===== src/rtl/sdseq_pkg.sv =====
package sdseq_pkg;
    // command word flag positions (decoded by software-facing logic next door)
    localparam int CMD_LOAD_BIT     = 31;
    localparam int CMD_CLKCHG_BIT   = 21;
    localparam int CMD_AUTOSTOP_BIT = 12;
    localparam int CMD_RSPLONG_BIT  = 7;
    localparam int CMD_RSPEXP_BIT   = 6;

    // status set vector, positions shared with the interrupt status block
    localparam int STS_W         = 16;
    localparam int STS_NORSP_BIT = 1;
    localparam int STS_DONE_BIT  = 2;
    localparam int STS_AUTO_BIT  = 14;

    typedef enum logic [1:0] {
        ST_IDLE = 2'd0,
        ST_REQ  = 2'd1,
        ST_WAIT = 2'd2
    } seq_state_e;

    typedef struct packed {
        logic load;
        logic clkchg;
        logic autostop;
        logic rsp_exp;
        logic rsp_long;
    } cmd_flags_t;
endpackage


===== src/rtl/sdseq_decode.sv =====
module sdseq_decode
    import sdseq_pkg::*;
#(
    parameter int CMD_W = 32,
    parameter int IDX_W = 6
) (
    input  logic [CMD_W-1:0] word,
    output cmd_flags_t       flags,
    output logic [IDX_W-1:0] idx
);
    always_comb begin
        flags.load     = word[CMD_LOAD_BIT];
        flags.clkchg   = word[CMD_CLKCHG_BIT];
        flags.autostop = word[CMD_AUTOSTOP_BIT];
        flags.rsp_exp  = word[CMD_RSPEXP_BIT];
        flags.rsp_long = word[CMD_RSPLONG_BIT];
        idx            = word[IDX_W-1:0];
    end
endmodule


===== src/rtl/sdseq_rsp_check.sv =====
module sdseq_rsp_check #(
    parameter int DATA_W    = 32,
    parameter int RSP_WORDS = 4,
    parameter int LEN_W     = 5,
    localparam int RSP_W    = DATA_W * RSP_WORDS
) (
    input  logic             rsp_exp,
    input  logic             rsp_long,
    input  logic             err,
    input  logic [LEN_W-1:0] len,
    input  logic [RSP_W-1:0] data,
    output logic             ok,
    output logic             upd,
    output logic [RSP_W-1:0] image
);
    localparam int SHORT_BYTES = DATA_W / 8;
    localparam int LONG_BYTES  = RSP_W / 8;

    logic len_short, len_long;

    assign len_short = (int'(len) == SHORT_BYTES);
    assign len_long  = (int'(len) == LONG_BYTES);

    always_comb begin
        ok  = 1'b0;
        upd = 1'b0;
        if (!err) begin
            if (!rsp_exp) begin
                ok = 1'b1;
            end else if (rsp_long ? len_long : len_short) begin
                ok  = 1'b1;
                upd = 1'b1;
            end
        end
    end

    // register j: long -> big-endian word (RSP_WORDS-1-j), which sits at [j*DATA_W +: DATA_W];
    // short -> register 0 takes the first word, the others clear
    for (genvar j = 0; j < RSP_WORDS; j++) begin : g_word
        if (j == 0) begin : g_first
            assign image[DATA_W-1:0] = rsp_long ? data[DATA_W-1:0]
                                                : data[RSP_W-1 -: DATA_W];
        end else begin : g_rest
            assign image[j*DATA_W +: DATA_W] = rsp_long ? data[j*DATA_W +: DATA_W]
                                                        : '0;
        end
    end
endmodule


===== src/rtl/sdseq_top.sv =====
module sdseq_top
    import sdseq_pkg::*;
#(
    parameter int DATA_W    = 32,
    parameter int IDX_W     = 6,
    parameter int RSP_WORDS = 4,
    parameter int LEN_W     = 5,
    parameter int STOP_IDX  = 12,
    localparam int RSP_W    = DATA_W * RSP_WORDS
) (
    input  logic              clk,
    input  logic              rst_n,
    input  logic              cmd_wr,
    input  logic [DATA_W-1:0] cmd_wdata,
    input  logic              arg_wr,
    input  logic [DATA_W-1:0] arg_wdata,
    input  logic              xfer_zero,
    output logic              card_req_valid,
    input  logic              card_req_ready,
    output logic [IDX_W-1:0]  card_idx,
    output logic [DATA_W-1:0] card_arg,
    input  logic              card_rsp_valid,
    input  logic              card_rsp_err,
    input  logic [LEN_W-1:0]  card_rsp_len,
    input  logic [RSP_W-1:0]  card_rsp_data,
    output logic [DATA_W-1:0] cmd_word,
    output logic [DATA_W-1:0] cmd_arg,
    output logic [RSP_W-1:0]  rsp_words,
    output logic              busy,
    output logic [STS_W-1:0]  sts_set
);
    typedef struct packed {
        seq_state_e        st;
        logic              stop_pend;
        logic              is_stop;
        logic [DATA_W-1:0] cmd;
        logic [DATA_W-1:0] arg;
        logic [RSP_W-1:0]  rsp;
        logic [STS_W-1:0]  sts;
    } seq_t;

    seq_t q, d;

    cmd_flags_t       wr_flags, cur_flags;
    logic [IDX_W-1:0] wr_idx, cur_idx;
    logic             chk_ok, chk_upd;
    logic [RSP_W-1:0] chk_image;
    logic             busy_int;

    // decode of the incoming write and of the stored word
    sdseq_decode #(.CMD_W(DATA_W), .IDX_W(IDX_W)) u_dec_wr (
        .word (cmd_wdata),
        .flags(wr_flags),
        .idx  (wr_idx)
    );

    sdseq_decode #(.CMD_W(DATA_W), .IDX_W(IDX_W)) u_dec_cur (
        .word (q.cmd),
        .flags(cur_flags),
        .idx  (cur_idx)
    );

    sdseq_rsp_check #(.DATA_W(DATA_W), .RSP_WORDS(RSP_WORDS), .LEN_W(LEN_W)) u_chk_rsp (
        .rsp_exp (cur_flags.rsp_exp),
        .rsp_long(cur_flags.rsp_long),
        .err     (card_rsp_err),
        .len     (card_rsp_len),
        .data    (card_rsp_data),
        .ok      (chk_ok),
        .upd     (chk_upd),
        .image   (chk_image)
    );

    assign busy_int = (q.st != ST_IDLE) || q.stop_pend;

    always_comb begin
        d     = q;
        d.sts = '0;

        if (xfer_zero && cur_flags.autostop) begin
            d.stop_pend = 1'b1;
        end

        unique case (q.st)
            ST_IDLE: begin
                if (q.stop_pend) begin
                    d.st        = ST_REQ;
                    d.is_stop   = 1'b1;
                    d.stop_pend = 1'b0;
                end else begin
                    if (arg_wr) begin
                        d.arg = arg_wdata;
                    end
                    if (cmd_wr) begin
                        d.cmd                = cmd_wdata;
                        d.cmd[CMD_LOAD_BIT]  = 1'b0;
                        if (wr_flags.load) begin
                            d.is_stop = 1'b0;
                            if (wr_flags.clkchg) begin
                                d.sts[STS_DONE_BIT] = 1'b1;
                            end else begin
                                d.st = ST_REQ;
                            end
                        end
                    end
                end
            end
            ST_REQ: begin
                if (card_req_ready) begin
                    d.st = ST_WAIT;
                end
            end
            ST_WAIT: begin
                if (card_rsp_valid) begin
                    d.st = ST_IDLE;
                    if (chk_ok) begin
                        d.sts[STS_DONE_BIT] = 1'b1;
                        if (chk_upd) begin
                            d.rsp = chk_image;
                        end
                    end else begin
                        d.sts[STS_NORSP_BIT] = 1'b1;
                    end
                    if (q.is_stop) begin
                        d.sts[STS_AUTO_BIT] = 1'b1;
                    end
                    d.is_stop = 1'b0;
                end
            end
            default: d.st = ST_IDLE;
        endcase
    end

    always_ff @(posedge clk or negedge rst_n) begin
        if (!rst_n) begin
            q <= '0;
        end else begin
            q <= d;
        end
    end

    assign card_req_valid = (q.st == ST_REQ);
    assign card_idx       = q.is_stop ? IDX_W'(STOP_IDX) : cur_idx;
    assign card_arg       = q.is_stop ? '0 : q.arg;
    assign cmd_word       = q.cmd;
    assign cmd_arg        = q.arg;
    assign rsp_words      = q.rsp;
    assign busy           = busy_int;
    assign sts_set        = q.sts;
endmodule


===== config.mk =====
export PLATFORM = sky130hd
export DESIGN_NAME = sdseq_top
export DESIGN_NICKNAME = d
export VERILOG_FILES = /design/src/rtl/sdseq_pkg.sv /design/src/rtl/sdseq_decode.sv /design/src/rtl/sdseq_rsp_check.sv /design/src/rtl/sdseq_top.sv
export SDC_FILE = /design/constraint.sdc
export NUM_CORES = 1
export LEC_CHECK = 0
export ABC_AREA = 1
export BUFFER_PORTS_ARGS = -buffer_cell sky130_fd_sc_hd__buf_2
export CAP_MARGIN = 25
export CORE_AREA = 4 4 173 175
export CTS_CLUSTER_SIZE = 20
export DETAILED_ROUTE_END_ITERATION = 8
export DIE_AREA = 0 0 177 179
export GPL_ROUTABILITY_DRIVEN = 0
export HOLD_SLACK_MARGIN = 0.03
export MAX_ROUTING_LAYER = met4
export REMOVE_ABC_BUFFERS = 1
export SYNTH_ARGS = -nofsm -noshare
export SYNTH_HDL_FRONTEND = slang
export SYNTH_SLANG_ARGS = --single-unit

===== constraint.sdc =====
create_clock -name clk -period 3.9 [get_ports clk]
set_clock_uncertainty 0.2 [all_clocks]
set_input_delay 0.195 -clock clk [delete_from_list [all_inputs] [get_ports clk]]
set_output_delay 0.195 -clock clk [all_outputs]
set_load 0.05 [all_outputs]

==> out/qor.txt <==
Max Freq = 341 MHz
#FFs+latches synth = 198
Hold EP = sts_set[1]$_DFF_PN0_
Via/cell ratio = 4.37
Antenna violations before repair = 0
DRT Pass-1 Iters = 4
Met3 Use GR = 3.73%
RSZ-0062 raised after global routing = false
Final Max Slew Viols = 0
Final Hold Vio Count = 0
DR vias = 8,511
Worst Reg2Reg Path Length in Cells = 10
Setup_tns = 0 ps
I/O pin count = 453
Synth Cell Area = 9820 sq um
Outcome = finished, final reports clean
Gr usage total = 18.0%
Worst Tran Pin Value = 1010 ps
R2R setup slack = 960 ps
Top Usage Layer GRT = met2
CP arrival = 3100 ps
Leakage = 7.23 nW
Starting DRC count in detailed routing = 418
Post-DP HPWL = 19,800 um
Final #Nets = 1,758
Req. time, crit path = 4060 ps
Min-delay src = card_rsp_len[4]
Largest net degree at the start of global routing = 122
Final WL = 29,400 um
FP Rows = 62
Hold Crit Class = input pin to register
CTS sink cnt = 198
Commonest non-fill, non-tap cell in the layout = buf_2
DP Cell Count = 1,706
Syn avg cell area = 8.74 sq um
Clk Latency, worst-skew pair = 430 ps
CTS max path bufs = 2
CTS resizes = 0
Most frequent cells in the layout = buf_2, nand2_1, dlygate4sd3_1
Met2 GRT Util = 30.1%
Synth cell types = 23
Wirelength per Cell = 15.1 um
GR Util met1 = 21.6%
Die extent in y = 179 um
Clock Root Buffer = clkbuf_16
Vias in the first global route = 8,509
Layout Utilization = 47.7%
Num CTS Buffers = 17
Final setup fails = 0
Register area share after synthesis = 50.5%
Worst setup path class = register to register
Hold path depth = 5
Die area = 31,700 sq um
Post-DRT Antenna Nets = 0
Final worst-path cycle share = 75.3%
Post-Synthesis Cells = 1,123
Rel. slew slack = 32.4%
Setup crit start kind = register
Initial Utilization = 34.5%
GRT Residual Overflow = 0
Ys Warns = 0
CP Max Fanout = 37
Diodes inserted = 0
TritonCTS clock tree = built
Non-Filler Instances = 1,949
Core area = 28,500 sq um
Period minus WS final = 2940 ps
# DRC = 0
Port bufs = 438
RR Endpoint = sts_set[2]$_DFF_PN0_
H-tree levels = 4
Ys flop type = dfrtp_1
Layout cells sized above 1 = 31.9%
Power per cell area = 669 nW/um^2
Synth-to-Final Area Change = 38.4%
Clock-pin slew on the worst setup and hold paths = 70 ps
Worst flop-to-flop path startpoint = q[211]$_DFFE_PN0P_
VDD IR max = 0.000395 V
DIE WIDTH = 177 um
CP Capture Type = register
First-pass GRT wire length = 44,500 um
Max cap viols = 0
Post-synthesis async set-or-reset flop share = 100%
Post-synth EDFFs = 0
## layer usage
metal  vias to the layer above  share of wire, %
met5                         -                 0
met4                         0               3.4
met3                        70               6.3
met2                       343                50
met1                      3942                40
li1                       4156                 -
## cell usage after synthesis (2+ instances only)
cell type	number	area share, %
nor2_1	72	2.8
o21ai_0	18	0.92
a21oi_1	32	1.6
inv_2	4	0.15
clkbuf_1	20	0.76
nand3_1	5	0.25
buf_6	12	1.4
o21ai_1	122	6.2
nand2_1	312	12
dfrtp_1	198	50
buf_4	214	16
mux2i_1	32	3.3
or2_2	2	0.13
nor2_2	2	0.13
inv_1	50	1.9
buf_2	21	1.1
## cell type report
| cell class | count | area (sq um) |
|---|---|---|
| clock inverters | 9 | 141 |
| fillers | 2667 | 14900 |
| repair buffers | 665 | 4520 |
| flip-flops and latches | 198 | 4960 |
| well taps | 384 | 480 |
| clock buffers | 22 | 484 |
| inverters | 54 | 203 |
| multi-input cells | 617 | 2800 |
## critical path, cell delays in order, from the launching register on
cell and delay [ps]:
dfrtp_1 420, nor2_2 180, inv_2 70, nor2_4 120, inv_1 100, nor2_2 120
buf_4 360, nand3_1 100, dlygate4sd3_1 570, nand2_1 70, dlygate4sd3_1 540
## flip-flops by register name, summed over array words and instances (netlist names)
register / count
rsp_words: 128
cmd_word: 31
sts_set: 3
q: 4
cmd_arg: 32
## worst max-delay path by stage
stage | start | end | depth (start not counted)
after global placement | cmd_word[7]$_DFFE_PN0P_ | rsp_words[69]$_DFFE_PN0P_ | 6
after floorplan | cmd_word[7]$_DFFE_PN0P_ | rsp_words[112]$_DFFE_PN0P_ | 4
after CTS | cmd_word[7]$_DFFE_PN0P_ | rsp_words[52]$_DFFE_PN0P_ | 6
after detailed placement | cmd_word[7]$_DFFE_PN0P_ | rsp_words[114]$_DFFE_PN0P_ | 6
after global routing | q[210]$_DFFE_PN0P_ | sts_set[2]$_DFF_PN0_ | 10
final | q[211]$_DFFE_PN0P_ | sts_set[2]$_DFF_PN0_ | 10
## what timing repair did
item,CTS,global route
hold buffers,207,2
buffers inserted,0,0
hold endpoints to repair,317,15
## power by group
part           internal, mW  switching [mW]  leakage (nW)
logic                  1.09            3.38          4.32
registers              2.42           0.310          2.61
clock network          1.09           0.799         0.303
## cells by family (layout without fill, tap and decap cells)
group           Yosys count  in the layout  share of synthesized area [%]
flops                   198            198                           50.5
compound gates          174            174                           8.93
mux                      32             32                           3.26
buf+inv                 321            750                           21.6
other cells               1             14                         0.0382
simple gates            397            397                           15.7
## through the flow
| stage | area, sq um | setup WS (ps) | power, mW | hold slack, ps |
|---|---|---|---|---|
| floorplan | 7950 | -4100 | 5.94 | -301 |
| global placement | 10800 | 966 | 6.98 | 195 |
| detailed placement | 10800 | 934 | 7.01 | 201 |
| CTS | 13500 | 930 | 9.13 | 141 |
| global route | 13600 | 747 | 9.57 | 182 |
| finish | 13600 | 963 | 9.09 | 156 |
(Power assumes the default switching activity.)
